==> src/rtl/est_pkg.sv <==
package est_pkg;
  localparam int N_EV    = 5;
  localparam int N_TERMS = N_EV + 2;
  localparam int SEL_W   = $clog2(N_TERMS);
  localparam int CNT_W   = 16;
  localparam int WT_W    = 16;
  localparam int FRAC    = 8;
  localparam int CPI_W   = 12;
  localparam int CPI_MAX = 3000;
  localparam int ACC_W   = CNT_W + WT_W + $clog2(N_TERMS) + 2;

  typedef logic [CNT_W-1:0]        cnt_t;
  typedef logic signed [WT_W-1:0]  wt_t;
  typedef logic signed [ACC_W-1:0] acc_t;
  typedef logic [CPI_W-1:0]        cpi_t;
  typedef enum logic {ST_IDLE, ST_MAC} st_t;

  // design-time weight table; set 0 predicts big from little, set 1 the reverse
  function automatic wt_t default_weight(input logic dir, input int idx);
    wt_t w;
    w = '0;
    if (!dir) begin
      case (idx)
        0: w = 16'sd512;  1: w = 16'sd64;  2: w = 16'sd128;
        3: w = -16'sd32;  4: w = -16'sd64; 5: w = 16'sd128;
        6: w = 16'sd10;   default: w = '0;
      endcase
    end else begin
      case (idx)
        0: w = 16'sd384;  1: w = 16'sd32;  2: w = 16'sd64;
        3: w = 16'sd96;   4: w = 16'sd32;  5: w = 16'sd320;
        6: w = 16'sd4;    default: w = '0;
      endcase
    end
    return w;
  endfunction

  function automatic cnt_t sat_inc(input cnt_t c, input logic inc);
    return (inc && (c != '1)) ? c + cnt_t'(1) : c;
  endfunction

  function automatic acc_t term_product(input cnt_t c, input wt_t w);
    acc_t a;
    acc_t b;
    a = acc_t'({1'b0, c});
    b = acc_t'(w);
    return a * b;
  endfunction

  function automatic cpi_t sat_cpi(input acc_t s);
    acc_t sh;
    sh = s >>> FRAC;
    if (sh < 0) return '0;
    if (sh > acc_t'(CPI_MAX)) return cpi_t'(CPI_MAX);
    return cpi_t'(sh);
  endfunction
endpackage

==> src/rtl/est_counters.sv <==
module est_counters
  import est_pkg::*;
(
  input  logic              clk,
  input  logic              rst_n,
  input  logic [N_EV-1:0]   ev,
  input  logic              clr,
  output cnt_t [N_EV:0]     cnt,
  output cnt_t [N_EV:0]     cnt_nxt
);
  for (genvar i = 0; i < N_EV; i++) begin : g_ev
    assign cnt_nxt[i] = sat_inc(cnt[i], ev[i]);
  end
  assign cnt_nxt[N_EV] = sat_inc(cnt[N_EV], 1'b1);

  always_ff @(posedge clk) begin
    if (!rst_n)   cnt <= '0;
    else if (clr) cnt <= '0;
    else          cnt <= cnt_nxt;
  end
endmodule

==> src/rtl/est_weights.sv <==
module est_weights
  import est_pkg::*;
(
  input  logic             clk,
  input  logic             rst_n,
  input  logic             wr_en,
  input  logic             wr_dir,
  input  logic [SEL_W-1:0] wr_sel,
  input  wt_t              wr_val,
  input  logic             rd_dir,
  input  logic [SEL_W-1:0] rd_sel,
  output wt_t              rd_val
);
  wt_t w_q [2][N_TERMS];

  always_ff @(posedge clk) begin
    for (int d = 0; d < 2; d++) begin
      for (int t = 0; t < N_TERMS; t++) begin
        if (!rst_n)
          w_q[d][t] <= default_weight(d[0], t);
        else if (wr_en && (wr_dir == d[0]) && (wr_sel == SEL_W'(t)))
          w_q[d][t] <= wr_val;
      end
    end
  end

  always_comb begin
    rd_val = '0;
    for (int t = 0; t < N_TERMS; t++)
      if (rd_sel == SEL_W'(t)) rd_val = w_q[rd_dir][t];
  end
endmodule

==> src/rtl/est_mac.sv <==
module est_mac
  import est_pkg::*;
(
  input  logic                 clk,
  input  logic                 rst_n,
  input  logic                 start,
  input  cnt_t [N_TERMS-1:0]   terms,
  input  wt_t                  weight,
  output logic [SEL_W-1:0]     sel,
  output logic                 busy,
  output logic                 last,
  output logic                 done,
  output cpi_t                 result
);
  st_t                state;
  cnt_t [N_TERMS-1:0] snap_q;
  acc_t               acc;
  acc_t               sum;

  assign busy = (state == ST_MAC);
  assign last = busy && (sel == SEL_W'(N_TERMS - 1));
  assign sum  = acc + term_product(snap_q[sel], weight);

  always_ff @(posedge clk) begin
    if (!rst_n) begin
      state  <= ST_IDLE;
      sel    <= '0;
      acc    <= '0;
      snap_q <= '0;
      done   <= 1'b0;
      result <= '0;
    end else begin
      done <= 1'b0;
      case (state)
        ST_IDLE: if (start) begin
          snap_q <= terms;
          acc    <= '0;
          sel    <= '0;
          state  <= ST_MAC;
        end
        ST_MAC: begin
          acc <= sum;
          if (last) begin
            result <= sat_cpi(sum);
            done   <= 1'b1;
            sel    <= '0;
            state  <= ST_IDLE;
          end else begin
            sel <= sel + SEL_W'(1);
          end
        end
        default: state <= ST_IDLE;
      endcase
    end
  end
endmodule

==> src/rtl/est_inactive_cpi.sv <==
module est_inactive_cpi
  import est_pkg::*;
(
  input  logic             clk,
  input  logic             rst_n,
  input  logic             active_big,
  input  logic [N_EV-1:0]  ev_big,
  input  logic [N_EV-1:0]  ev_little,
  input  logic             quantum_end,
  input  logic             wt_we,
  input  logic             wt_dir,
  input  logic [SEL_W-1:0] wt_sel,
  input  logic [WT_W-1:0]  wt_val,
  output logic             busy,
  output logic             est_valid,
  output logic             est_dir,
  output logic [CPI_W-1:0] est_cpi
);
  logic [N_EV-1:0]    ev_act;
  logic               cap_fire;
  logic               mac_last;
  logic               dir_q;
  logic [SEL_W-1:0]   mac_sel;
  wt_t                w_cur;
  cnt_t [N_EV:0]      cnt_now;
  cnt_t [N_EV:0]      cnt_nxt;
  cnt_t [N_TERMS-1:0] snap;
  cnt_t               cyc_cnt;

  assign ev_act   = active_big ? ev_big : ev_little;
  assign cap_fire = quantum_end & ~busy;
  assign snap     = {cnt_t'(cnt_t'(1) << FRAC), cnt_nxt};
  assign cyc_cnt  = cnt_now[N_EV];
  assign est_dir  = dir_q;

  always_ff @(posedge clk) begin
    if (!rst_n)        dir_q <= 1'b0;
    else if (cap_fire) dir_q <= active_big;
  end

  est_counters u_cnt (
    .clk(clk), .rst_n(rst_n), .ev(ev_act), .clr(cap_fire),
    .cnt(cnt_now), .cnt_nxt(cnt_nxt)
  );

  est_weights u_wt (
    .clk(clk), .rst_n(rst_n), .wr_en(wt_we & ~busy), .wr_dir(wt_dir),
    .wr_sel(wt_sel), .wr_val(wt_t'(wt_val)), .rd_dir(dir_q),
    .rd_sel(mac_sel), .rd_val(w_cur)
  );

  est_mac u_mac (
    .clk(clk), .rst_n(rst_n), .start(cap_fire), .terms(snap),
    .weight(w_cur), .sel(mac_sel), .busy(busy), .last(mac_last),
    .done(est_valid), .result(est_cpi)
  );
endmodule

==> config.mk <==
export PLATFORM = sky130hd
export DESIGN_NAME = est_inactive_cpi
export DESIGN_NICKNAME = d
export VERILOG_FILES = /design/src/rtl/est_pkg.sv /design/src/rtl/est_counters.sv /design/src/rtl/est_weights.sv /design/src/rtl/est_mac.sv /design/src/rtl/est_inactive_cpi.sv
export SDC_FILE = /design/constraint.sdc
export NUM_CORES = 2
export LEC_CHECK = 0
export BUFFER_PORTS_ARGS = -buffer_cell sky130_fd_sc_hd__buf_2
export CAP_MARGIN = 20
export CORE_MARGIN = 3
export CORE_UTILIZATION = 35
export CTS_CLUSTER_SIZE = 24
export DETAILED_ROUTE_END_ITERATION = 10
export HOLD_SLACK_MARGIN = 0.03
export MAX_ROUTING_LAYER = met4
export PLACE_DENSITY = 0.53
export SYNTH_ARGS = -nofsm -noshare
export SYNTH_HDL_FRONTEND = slang
export SYNTH_SLANG_ARGS = --single-unit
==> constraint.sdc <==
create_clock -name clk -period 14.6 [get_ports clk]
set_input_delay 2.92 -clock clk [delete_from_list [all_inputs] [get_ports clk]]
set_output_delay 2.92 -clock clk [all_outputs]
set_load 0.05 [all_outputs]
# After elaboration in Yosys (flattened, before gate mapping)
# Memories as Yosys holds them, arrays and structs flattened. A register that Yosys moved wholly into a read port is not among the register bits.
# Cells that the tools add are included.
# word_totals
ff_bits	248
mem_bits_rw	224
output_inout_bits	15
n_memories	1
# memory_table
name	depth	width	rd	rd_ports_with_merged_regs	write_ports	line	source
u_wt.w_q	2	112	1	1	2	est_weights.sv:14	wt_t w_q [2][N_TERMS];
# classes
addsub	8
n_mul	1
magnitude_cmp	3
eq_ne	19
n_mux	108
bitwise	19
reduce_logical	28
# ops
operator	n
$mux W16	39
$add A16 B1 Y16 const B	6
$ne A16 B16 Y1 const B	6
$pmux W37 S2	1
$mux W1	57
$bmux W16 S3	1
$mux W12	4
$add A37 B33 Y37	1
$mux W37	1
$mul A17 B16 Y33	1
$gt A29 B13 Y1 const B	1
$lt A29 B1 Y1 const B	1
$logic_and A1 B1 Y1	22
$eq A3 B3 Y1 const B	6
$or A1 B1 Y1	14
$eq A3 B2 Y1 const B	4
$eq A3 B1 Y1 const B	2
$logic_not A3 Y1	2
$mux W3	2
$pmux W3 S2	1
$reduce_and A2 Y1	3
$mux W5	1
$lt A3 B4 Y1 const B	1
$add A3 B1 Y3 const B	1
5 further kinds	8

# Longest topological paths before layout
# depth
ltp_word	21
ltp_mapped	40

# Hierarchy
# Synthesis repeated with hierarchy kept, for this count alone.
# hier_totals
cells_unflattened	3462
hier_area_um2	33499.6
# by_module_without_submodules
mod	instances	cells_per_inst	area_per_inst_um2
est_mac	1	2099	17767.0
est_weights	1	793	10661.5
est_counters	1	556	4924.7
est_inactive_cpi	1	14	146.4

# Worst setup path before layout
# Ideal clock, no wire load.
# synth_timing
path_type	register to register
start	register u_mac.sel[0]
end	register u_mac.result[2]
setup_time_ps	83
t_arrival_ps	9326
required_ps	14517
path_slack_ps	5191
path_stages_with_launch	37
synth_period_minus_slack_ps	9409
cell_sequence	dfxtp_1 buf_2 buf_1 clkbuf_1 inv_1 ha_1 nor3b_2 clkbuf_1 a221oi_1 a21oi_1 o211ai_1 o211ai_1 a31oi_1 clkbuf_1 nor2_1 fa_1 inv_1 fa_1 fa_1 inv_1 fa_1 fa_1 inv_1 fa_1 inv_1 ha_1 buf_2 a21o_1 a31o_2 a22oi_2 nand4_1 a21o_1 a2111oi_0 and4b_1 nand4bb_2 buf_6 o31ai_4
# synth_between
elab_chain_cells	18
elab_cells_between_ends	34
cone_classes	1 x add/sub; 1 x mul; 2 x order compare; 6 x eq/ne; 21 x mux; 3 x reduce/logical
# synth_rtl
element	line	source
start, declared	est_mac.sv:9	output logic [SEL_W-1:0] sel,
start signal, assigned	est_mac.sv:49	sel <= sel + SEL_W'(1);
$logic_not A3 Y1	est_weights.sv:30	if (rd_sel == SEL_W'(t)) rd_val = w_q[rd_dir][t];
$mux W16 (7 in a row)	est_weights.sv:30	
$mul A17 B16 Y33	est_pkg.sv:47	return a * b;
$add A37 B33 Y37	est_mac.sv:22	assign sum = acc + term_product(snap_q[sel], weight);
$gt A29 B13 Y1	est_pkg.sv:54	if (sh > acc_t'(CPI_MAX)) return cpi_t'(CPI_MAX);
$mux W1 (2 in a row)	est_pkg.sv:54	
$mux W1	est_mac.sv:43	if (last) begin
$mux W1	est_mac.sv:34	case (state)
$mux W1	est_mac.sv:25	if (!rst_n) begin
$mux W12	est_pkg.sv:55	return cpi_t'(sh);
$mux W12	est_pkg.sv:54	
end signal, assigned	est_mac.sv:44	result <= sat_cpi(sum);
end, declared	est_mac.sv:13	output cpi_t result
# Parallel ways exist; a longest one is shown, timed or not. The select of a mux whose other input is x is not followed.
# A chain may end at the register's enable or synchronous reset.

==> impl_metrics.ini <==
[yosys]
synth_fp_nets = 3606
synth_xor_area_frac = 0.0298
ys.flop_type = dfxtp_1
synth_top_area_share = 0.216
synth_area_leaders = edfxtp_1 (22%), dfxtp_1 (16%), fa_1 (15%)
synthMuxAreaShare = 0.0575
synth-async-reset-ratio = 0
syn_avg_cell_area_um2 = 9.72
yosys_warnings = 0
synth.distinct_cells = 79
yosys.area.top_type = edfxtp_1
syn-instance-count = 3204
synthSimpleGateAreaFrac = 0.185
yosysSeqAreaShare = 0.376
synth_fa_ha_area_frac = 0.202
netlist_area_um2 = 31100
synth-seq-cells = 473
synth_compound_area_frac = 0.0862
synth_top_family_by_area = adder cells
synth-edff-count = 224

[floorplan]
ios = 50
num_rows = 108
die-height_um = 304
core_um2 = 87400
die-area_um2 = 92600
start_util = 0.356
die_w_um = 304

[run]
maxCapViolations = 0

[setup_path]
rr_endpoint = u_mac.result[1]
slowest_delay_ps = 790
worstPathMaxFanout = 77
cp_slowest_cell = dfxtp_4
arrival_ps = 10570
end_kind = flip-flop
start_kind = flip-flop
r2r_setup_slack_ps = 4570
required_ps = 15140
critPathMostFrequentCell = fa_1
criticalPathCategory = flip-flop to flip-flop
r2r_cells = 28

[detailed_routing]
via_per_inst = 5.02
wire_per_inst_um = 19.3
ant_nets = 0
wirelength_um = 85200
firstDrtPassIters = 6
vias = 22100
drc = 0
drt-initial-drc-count = 1666

[sta]
tightest_slew_ps = 1070
fmax_mhz = 99.7
hold_viol = 0
fin_crit_sh = 0.687
setup_tns_ps = 0
max_slew_margin = 0.283
setup_viol = 0
finalCriticalPeriod_ps = 10030
rsz0062_at_grt = false
skew_ps = 34.9
maxSlewViolCount = 0

[cts]
cts_tree = done
clk_latency_ps = 640
clock-root-buffer = clkbuf_16
clk_pin_slew_ps = 60
htree_levels = 2
cts-buffers-inserted = 56
cts.repair.resized = 0
post_cts_buffers = 0
clockBufferDepth = 3
clock_sinks = 473
postCtsHoldBufs = 0

[placement]
gp_congestion = 0.843
portBuffers = 49
dp_hpwl_um = 60900
place_inst = 4298

[hold_path]
worstHoldPathType = flip-flop to flip-flop
min_path_cells = 2
hold_end = u_mac.snap_q[3]
hold_start = u_mac.snap_q[3]

[grt]
grt_overflow = 0
antenna_found_initial = 3
track_usage = 0.189
grt_max_degree = 97
grt_pass1_vias = 22500
grt_pass1_wl_um = 133000

[cells_and_area]
fin_nets = 3607
drive_gt1_frac = 0.0969
area_growth_syn_to_layout_pct = 11.3
post-route-util = 0.396
fin_cells = 4407

[power]
irDropWorstVdd_mv = 0.0945
total_power_mw = 3.43
cellLeakagePower_nw = 13.9
power_density_nw_per_um2 = 99.0

[outcome]
status = finished clean
==> cells in the final DEF (no fill, tap or decap), drive strengths merged, types with 9 or more instances in the layout <==
cell type and n:
a21o 24, fa 227, nand3b 9, and2 186, nand2b 45, nor3b 32
edfxtp 224, buf 116, o21ai 151, o211ai 31, xor2 63, nand2 277
clkbuf 74, a21oi 119, a31oi 12, mux2i 99, a221oi 18, nor2 333
xnor2 43, clkinv 16, ha 140, a211oi 13, nand3 56, or3 29
inv 339, nor2b 62, dfxtp 249, mux4 16, and3 28, nor3 18
mux2 39, nand4 38, and4 9, or2 28
==> worst max path at each step <==
stage | slack [ps] | depth (start not counted) | endpoint | startpoint
finish | 4570 | 28 | u_mac.result[1] | flip-flop
global route | 3870 | 30 | u_mac.result[8] | u_mac.sel[2]
CTS | 4650 | 29 | u_mac.result[1] | flip-flop
detailed placement | 4680 | 29 | u_mac.result[1] | flip-flop
global placement | 4670 | 28 | u_mac.result[1] | flip-flop
floorplan | 5190 | 36 | u_mac.result[2] | u_mac.sel[0]
==> stage by stage <==
stage               hold WS, ps  instance area (um2)  setup slack (ps)
floorplan                   420                31100              5190
global placement            433                32600              4670
detailed placement          442                32700              4680
CTS                         455                34600              4650
global route                474                34600              3870
finish                      450                34600              4570
==> cells in the mapped netlist (39+ instances only) <==
master / count
nor2_1: 333
a21oi_1: 117
and2_1: 186
nand3_1: 56
nand2_1: 277
fa_1: 227
xor2_1: 63
dfxtp_1: 249
nand2b_1: 45
nor2b_1: 62
ha_1: 140
xnor2_1: 43
mux2_2: 39
clkbuf_1: 144
mux2i_1: 99
edfxtp_1: 224
o21ai_0: 148
inv_1: 337
==> critical path, delay by kind of cell (launching register included) <==
family / cells / cell delay, ps
flops: 1 / 790
mux: 1 / 420
compound gates: 10 / 3060
buf+inv: 6 / 1250
simple gates: 4 / 1100
fa+ha+maj: 7 / 3250
==> state kept, by name, summed over array words and instances, names as in the netlist, named ones only <==
register,count
u_cnt.cnt,96
u_mac.result,12
u_wt.w_q,224
u_mac.acc,37
est_dir,1
u_mac.busy,1
u_mac.snap_q,97
u_mac.sel,3
u_mac.done,1
==> area by class of cell <==
| type | count | area [um2] |
|---|---|---|
| Tap cell | 1155 | 1450 |
| Fill cell | 8700 | 52800 |
| Clock buffer | 74 | 1520 |
| Clock inverter | 30 | 405 |
| Antenna cell | 1 | 2.50 |
| Inverter | 338 | 1270 |
| Multi-Input combinational cell | 2220 | 17500 |
| Timing Repair Buffer | 116 | 792 |
| Sequential cell | 473 | 11700 |
==> cell families (layout without fill, tap and decap cells) <==
kind of cell    after synthesis  count (layout)
buf+inv                     511             558
simple gates               1161            1161
mux                         154             154
fa+ha+maj                   367             367
xor+xnor                    106             106
flops                       473             473
compound gates              432             432
other cells                   0               1
==> power by group <==
group | internal, mW | switching, mW
combinational | 0.178 | 0.341
clock | 0.876 | 0.596
sequential | 1.42 | 0.0175
==> layer usage <==
layer | GRT usage | vias up | share of wire
met4 | 0.0546 | 0 | 0.029
met1 | 0.252 | 10900 | 0.46
met3 | 0.0273 | 120 | 0.049
li1 | - | 10700 | -
met2 | 0.299 | 462 | 0.46
met5 | - | - | 0
Power figures use the tool's default switching activity.
